==> src/rtl/can_err_capture.sv <==
module can_err_capture #(
  parameter int CW        = 8,
  parameter int SEGW      = 5,
  parameter int STEPW     = 4,
  parameter int LIM_RST   = 96,
  parameter int PASS_LVL  = 128
) (
  input  logic             clk,
  input  logic             rst_n,
  input  logic             bus_err_i,
  input  logic [1:0]       err_type_i,
  input  logic             err_dir_i,
  input  logic [SEGW-1:0]  seg_code_i,
  input  logic             arb_lost_i,
  input  logic [SEGW-1:0]  arb_pos_i,
  input  logic             stat_rd_i,
  input  logic             tx_inc_i,
  input  logic [STEPW-1:0] tx_step_i,
  input  logic             tx_dec_i,
  input  logic             rx_inc_i,
  input  logic [STEPW-1:0] rx_step_i,
  input  logic             rx_dec_i,
  input  logic             cnt_wr_i,
  input  logic [CW-1:0]    cnt_wr_tx_i,
  input  logic [CW-1:0]    cnt_wr_rx_i,
  input  logic             lim_wr_i,
  input  logic [CW-1:0]    lim_wr_val_i,
  output logic [31:0]      status_o,
  output logic [31:0]      errcnt_o,
  output logic             warn_evt_o,
  output logic             passive_evt_o,
  output logic             busoff_evt_o
);
  localparam logic [CW-1:0] CMAX = {CW{1'b1}};
  localparam logic [CW-1:0] PLVL = CW'(PASS_LVL);

  logic [1:0]      cap_type;
  logic            cap_dir;
  logic [SEGW-1:0] cap_seg, cap_arb;
  logic            err_lock, arb_lock;
  logic [CW-1:0]   tx_cnt, rx_cnt, lim;
  logic            boff, warn_q, pas_q, boff_q;

  wire err_take = bus_err_i  && (!err_lock || stat_rd_i);
  wire arb_take = arb_lost_i && (!arb_lock || stat_rd_i);

  always_ff @(posedge clk or negedge rst_n) begin
    if (!rst_n) begin
      cap_type <= '0; cap_dir <= 1'b0; cap_seg <= '0; cap_arb <= '0;
      err_lock <= 1'b0; arb_lock <= 1'b0;
    end else begin
      if (err_take) begin
        cap_type <= err_type_i; cap_dir <= err_dir_i; cap_seg <= seg_code_i;
      end
      if (arb_take) cap_arb <= arb_pos_i;
      err_lock <= err_take || (err_lock && !stat_rd_i);
      arb_lock <= arb_take || (arb_lock && !stat_rd_i);
    end
  end

  wire [CW:0] tx_sum = {1'b0, tx_cnt} + (CW+1)'(tx_step_i);
  wire [CW:0] rx_sum = {1'b0, rx_cnt} + (CW+1)'(rx_step_i);

  always_ff @(posedge clk or negedge rst_n) begin
    if (!rst_n) begin
      tx_cnt <= '0; rx_cnt <= '0; boff <= 1'b0; lim <= CW'(LIM_RST);
    end else begin
      if (lim_wr_i) lim <= lim_wr_val_i;
      if (cnt_wr_i) begin
        tx_cnt <= cnt_wr_tx_i;
        rx_cnt <= cnt_wr_rx_i;
        boff   <= 1'b0;
      end else begin
        if (tx_inc_i) begin
          tx_cnt <= tx_sum[CW] ? CMAX : tx_sum[CW-1:0];
          if (tx_sum[CW]) boff <= 1'b1;
        end else if (tx_dec_i && tx_cnt != '0) begin
          tx_cnt <= tx_cnt - 1'b1;
        end
        if (rx_inc_i)
          rx_cnt <= rx_sum[CW] ? CMAX : rx_sum[CW-1:0];
        else if (rx_dec_i && rx_cnt != '0)
          rx_cnt <= rx_cnt - 1'b1;
      end
    end
  end

  wire err_sta = (tx_cnt >= lim) || (rx_cnt >= lim);
  wire passive = (tx_cnt >= PLVL) || (rx_cnt >= PLVL);

  always_ff @(posedge clk or negedge rst_n) begin
    if (!rst_n) begin
      warn_q <= 1'b0; pas_q <= 1'b0; boff_q <= 1'b0;
    end else begin
      warn_q <= err_sta; pas_q <= passive; boff_q <= boff;
    end
  end

  assign warn_evt_o    = err_sta && !warn_q;
  assign passive_evt_o = passive && !pas_q;
  assign busoff_evt_o  = boff && !boff_q;

  assign status_o = {8'h00, cap_type, cap_dir, cap_seg, 1'b0, passive, 1'b0,
                     cap_arb, boff, err_sta, 6'h00};
  assign errcnt_o = {8'h00, rx_cnt, 8'h00, tx_cnt};

  a_r4_err_freeze: assert property (@(posedge clk) disable iff (!rst_n)
    err_lock && !stat_rd_i |=> $stable(cap_type) && $stable(cap_dir) && $stable(cap_seg));
  a_r4_arb_freeze: assert property (@(posedge clk) disable iff (!rst_n)
    arb_lock && !stat_rd_i |=> $stable(cap_arb));
  a_r6_tx_no_wrap: assert property (@(posedge clk) disable iff (!rst_n)
    tx_inc_i && !cnt_wr_i |=> tx_cnt >= $past(tx_cnt));
  a_r6_rx_floor: assert property (@(posedge clk) disable iff (!rst_n)
    rx_dec_i && !rx_inc_i && !cnt_wr_i && rx_cnt == '0 |=> rx_cnt == '0);
  a_r5_clear: assert property (@(posedge clk) disable iff (!rst_n)
    cnt_wr_i && cnt_wr_tx_i == '0 && cnt_wr_rx_i == '0 |=> tx_cnt == '0 && rx_cnt == '0 && !boff);
  a_r10_sticky: assert property (@(posedge clk) disable iff (!rst_n)
    boff && !cnt_wr_i |=> boff);
  a_r8_one_pulse: assert property (@(posedge clk) disable iff (!rst_n)
    warn_evt_o |=> !warn_evt_o);
  a_r9_one_pulse: assert property (@(posedge clk) disable iff (!rst_n)
    passive_evt_o |=> !passive_evt_o);
endmodule

==> config.mk <==
export PLATFORM = sky130hd
export DESIGN_NAME = can_err_capture
export DESIGN_NICKNAME = d
export VERILOG_FILES = /design/src/rtl/can_err_capture.sv
export SDC_FILE = /design/constraint.sdc
export NUM_CORES = 1
export LEC_CHECK = 0
export BUFFER_PORTS_ARGS = -buffer_cell sky130_fd_sc_hd__buf_2
export CAP_MARGIN = 10
export CORE_MARGIN = 2
export CORE_UTILIZATION = 36
export DETAILED_ROUTE_END_ITERATION = 8
export HOLD_SLACK_MARGIN = 0.03
export RECOVER_POWER = 100
export SLEW_MARGIN = 10
export SYNTH_ARGS = -nofsm -noshare
export SYNTH_HDL_FRONTEND = slang
export SYNTH_SLANG_ARGS = --single-unit
==> constraint.sdc <==
create_clock -name clk -period 5.6 [get_ports clk]
set_clock_uncertainty 0.05 [all_clocks]
set_input_delay 1.12 -clock clk [delete_from_list [all_inputs] [get_ports clk]]
set_output_delay 1.12 -clock clk [all_outputs]
set_load 0.02 [all_outputs]
== Word-level counts from Yosys, hierarchy flattened ==
Cells that the tools add are included.
Storage, ports and cells
  output and inout port bits: 67
  input bits: 56
  logic and storage cells: 60
  register bits: 43
Operators by class
  magnitude comparators: 4
  $add $sub $neg: 4
  reductions and logical operators: 28
  muxes and demuxes: 11
Operators with widths (number)
  2-to-1 mux 8 bit: 8
  adder 8 x 4 -> 9 bit: 2
  >= comparator 8 bit: 2
  >= comparator 8 bit (second input constant): 2
  nonzero test 8 bit: 2
  subtractor 8 x 1 -> 8 bit (second input constant): 2
  logical AND 1 bit: 9
  logical NOT 1 bit: 6
  logical OR 1 bit: 6
  nonzero test 3 bit: 2
  nonzero test 2 bit: 2
  2-to-1 mux 1 bit: 3
  AND reduction 2 bit: 1

== Longest topological paths before layout ==
  word-level depth: 5
  gate-level depth with buffers: 8
  mapped depth without buffers: 7

== Least setup slack after synthesis ==
Ideal clock, no wire load.
  path type: register -> output
  from: reg lim[5]
  to: out status_o[6]
  data arrival time: 1.926 ns
  data required time: 4.430 ns
  slack: 2.504 ns
  cell stages (with the launch flop): 9
  buffers on the path: 1
  path through: dfstp_2 inv_1 ha_1 a21o_1 a21oi_1 nor2b_1 a2111oi_0 nand3_1 buf_4
Between the ends
  cells in the longest elaborated chain, start to end: 2
  elaborated cells on any way between the ends: 3
  those cells by class: order compare: 2; reduce/logical: 1
RTL lines
  start, declared: RTL line 41  | logic [CW-1:0] tx_cnt, rx_cnt, lim;
  start signal, assigned: RTL line 68  | if (lim_wr_i) lim <= lim_wr_val_i;
  >= comparator 8 bit: RTL line 88  | wire err_sta = (tx_cnt >= lim) || (rx_cnt >= lim);
  logical OR 1 bit (*): RTL line 88
  end, declared: RTL line 28  | output logic [31:0] status_o,
Mark *: on every way between the ends. The rest lies on a longest branch, timed or not.

== Worst setup path after layout ==
Same ends and word-level chain as after synthesis.

==> results by group <==
Die
  • Die area: 9687 um2
  • Core area: 8678 um2
  • I/O Pins: 123
  • Initial Utilization: 0.3698
  • Die Span Y: 98.42 um
  • Core Rows: 34
  • DIE WIDTH: 98.42 um

Cells and area
  • Non-Filler Instances: 530
  • Proportion of layout cells with a drive suffix above 1: 0.1943
  • Final nets: 507
  • Fin util: 0.4207
  • Area grow syn2layout: 13.76%
  • Antenna cells: 0

CTS
  • Number of H-tree levels: 2
  • Max clock buf depth: 2
  • PostCTS Resize Cnt: 0
  • Post-CTS Setup Bufs: 0
  • Worst-path clk slew: 0.08 ns
  • CTS tree: yes
  • Hold-fix buffers, CTS: 0
  • Num Clock Sinks: 43
  • Worst skew pair latency: 0.29 ns
  • CTS buffer count: 5
  • Clock root buffer: clkbuf_8

Power
  • Comb pwr share: 0.352
  • Leak: 1.663 nW
  • Internal power: 0.6362 mW
  • Clock Power Share: 0.247
  • Sw Ratio: 0.3746
  • Max IR drop VDD: 0.00009368 V
  • Overall power: 1.017 mW
  • Psw: 0.3810 mW
  • Register share of total power: 0.401
  • P per Cell Area: 278.6 nW/um2

Detailed routing
  • Vias/cell: 5.074
  • Wire per inst: 13.83 um
  • # DRC: 0
  • Drt total wl: 7330 um
  • DRT iter0 DRCs: 122
  • Routed Antenna Nets: 0
  • Vias: 2689
  • DR pass1 iterations: 4

Logic synthesis
  • Sequential fraction of the synthesis area: 0.3361
  • Post-synth top cells: 41 x dfrtp_1, 36 x buf_4, 28 x ha_1, 25 x nand2_1, 19 x nor2_1
  • Main area contributors after synthesis: dfrtp_1 32%, ha_1 11%, buf_4 8.4%
  • Main synth FF type: dfrtp_1
  • Post-synthesis cell type count: 57
  • Synth Area per Inst: 9.412 um2
  • Post-synth EDFFs: 0
  • Top-count cell post-synth: dfrtp_1
  • Synthesis-stage register bit count: 43
  • Synth area leader: dfrtp_1
  • Post-synth ARST share: 1.000
  • Synth warn: 0
  • Cell count after synthesis: 341
  • Post-synthesis cell area: 3209 um2
  • Top cell type's share of synthesized area: 0.3197

Timing
  • Rel. slew slack: -0.5483
  • Fin. Hold Viols: 0
  • Worst slew pin tran: 2.322 ns
  • Final setup viols: 0
  • Setup TNS: 0 ns
  • RSZ-0062 raised after global routing: no
  • Worst setup margin: 1.906 ns
  • Fmax: 270.7 MHz
  • Clock period minus worst slack: 3.694 ns
  • Fin crit share: 0.6597
  • Max-slew violation count: 44

Status
  • Outcome: finished, violations left
  • Failing checks: capacitance limit, slew limit

Worst setup path
  • Worst path top cell family by delay: compound AO/OA/AOI/OAI gates
  • CP bufs+invs: 2
  • Crit Path Max Fanout: 3
  • CP endpoint kind: output port
  • Startpoint types: flop
  • Worst EP required: 4.43 ns
  • Arrival time at the worst endpoint: 2.52 ns
  • Crit path kind: flop to output port
  • Critical path cell sequence: inv_1 > ha_1 > a21o_1 > a21oi_1 > nor2b_1 > a2111oi_0 > nand3_1 > clkbuf_1
  • Slowest-stage cell, CP: a2111oi_0
  • Critical Path Max Stage Delay: 0.60 ns

Place
  • PortBufs: 90
  • Placed cell count: 522
  • Post-place setup slack: 2.254 ns
  • Final HPWL DP: 5548 um
  • RD Place Congestion: 0.8195

Job
  • Max-Cap Viols: 1

Global route
  • Vias in the first global route: 2482
  • Tot GR Track Use: 0.1467
  • Largest net degree at the start of global routing: 44
  • Grt ovf: 0
  • Initial antenna violation count: 0
  • First-pass GRT wire length: 11810 um

Min path
  • Hold Path Class: flop to flop
==> flip-flops by register name, summed over array words and instances (netlist names) <==
signal	cells
lim	8
boff	1
err_lock	1
cap_type	2
cap_dir	1
cap_seg	5
warn_q	1
pas_q	1
arb_lock	1
cap_arb	5
boff_q	1
rx_cnt	8
tx_cnt	8
==> cells in the final DEF (no fill, tap or decap), drive strengths merged, types with 4 or more instances in the layout <==
cell type	synthesis	layout
buf	38	52
clkbuf	10	44
dfrtp	41	41
conb	1	32
ha	28	28
nand2	25	25
nor2	19	19
inv	15	15
o21ai	15	15
mux2	14	14
a31oi	13	13
a21oi	11	11
nand2b	10	10
a211oi	9	9
nand4	8	8
a21o	6	6
nand3	6	6
xor2	6	6
xnor2	5	5
o221ai	5	5
nor2b	4	4
==> metal layers <==
metal  wire, um  global-route usage  vias to the layer above
li1           -                   -                     1340
met1       3446              0.2084                     1250
met2       3385              0.2350                       95
met3        460             0.02837                        4
met4         37             0.02950                        0
met5          0                   0                        -
==> worst reg2reg max path, stage by stage (launching register included) <==
cell	delay (ns)
dfrtp_1	0.54
or4_1	0.57
or4b_1	0.54
a211o_1	0.52
a21oi_1	0.21
a31oi_1	0.06
==> power groups by stage <==
stage	sequential (mW)	combinational, mW	clock (mW)
2_1_floorplan	0.430	0.259	0
3_3_place_gp	0.412	0.365	0
3_5_place_dp	0.413	0.368	0
4_1_cts	0.407	0.370	0.263
5_1_grt	0.417	0.402	0.277
6_report	0.408	0.358	0.251
==> path summary, 6_finish.rpt <==
path / startpoint / to / slack (ns) / cells after the start
setup / recovery: lim[5] / status_o[6] / 1.91 / 8
hold / removal: boff / boff_q / 0.39 / 0
setup reg to reg: rx_cnt[4] / rx_cnt[4] / 2.97 / 5
hold reg to reg: boff / boff_q / 0.39 / 0
max in group asynchronous: rst_n / lim[3] / 2.71 / 1
min in group asynchronous: rst_n / cap_arb[0] / 1.47 / 1
==> final cells by class <==
type	instances	area (um2)
clock inverter	2	35.03
sequential	43	1079
timing repair buffer	90	402.9
multi-input combinational	266	1861
fill	900	5027
clock buffer	6	82.58
tap	108	135.1
inverter	15	56.30
==> per-stage QoR <==
step,hold WS [ns],area (um2)
3_3_place_gp,0.3738,3581
2_1_floorplan,0.3384,3326
6_report,0.3877,3651
5_1_grt,0.4055,3651
3_5_place_dp,0.3713,3581
4_1_cts,0.3905,3699
==> logic make-up (layout without fill, tap and decap cells) <==
family | count (synthesis) | after routing | synth area share
buffers and inverters | 63 | 113 | 0.1205
AO/OA/AOI/OAI | 86 | 86 | 0.1875
XOR/XNOR | 11 | 11 | 0.03002
adder cells (fa/ha/maj) | 30 | 30 | 0.1216
AND/OR/NAND/NOR | 91 | 91 | 0.1478
flip-flops | 43 | 43 | 0.3361
other | 1 | 32 | 0.001168
multiplexers | 16 | 16 | 0.05536
No activity file was read; power rests on OpenSTA's default activity.
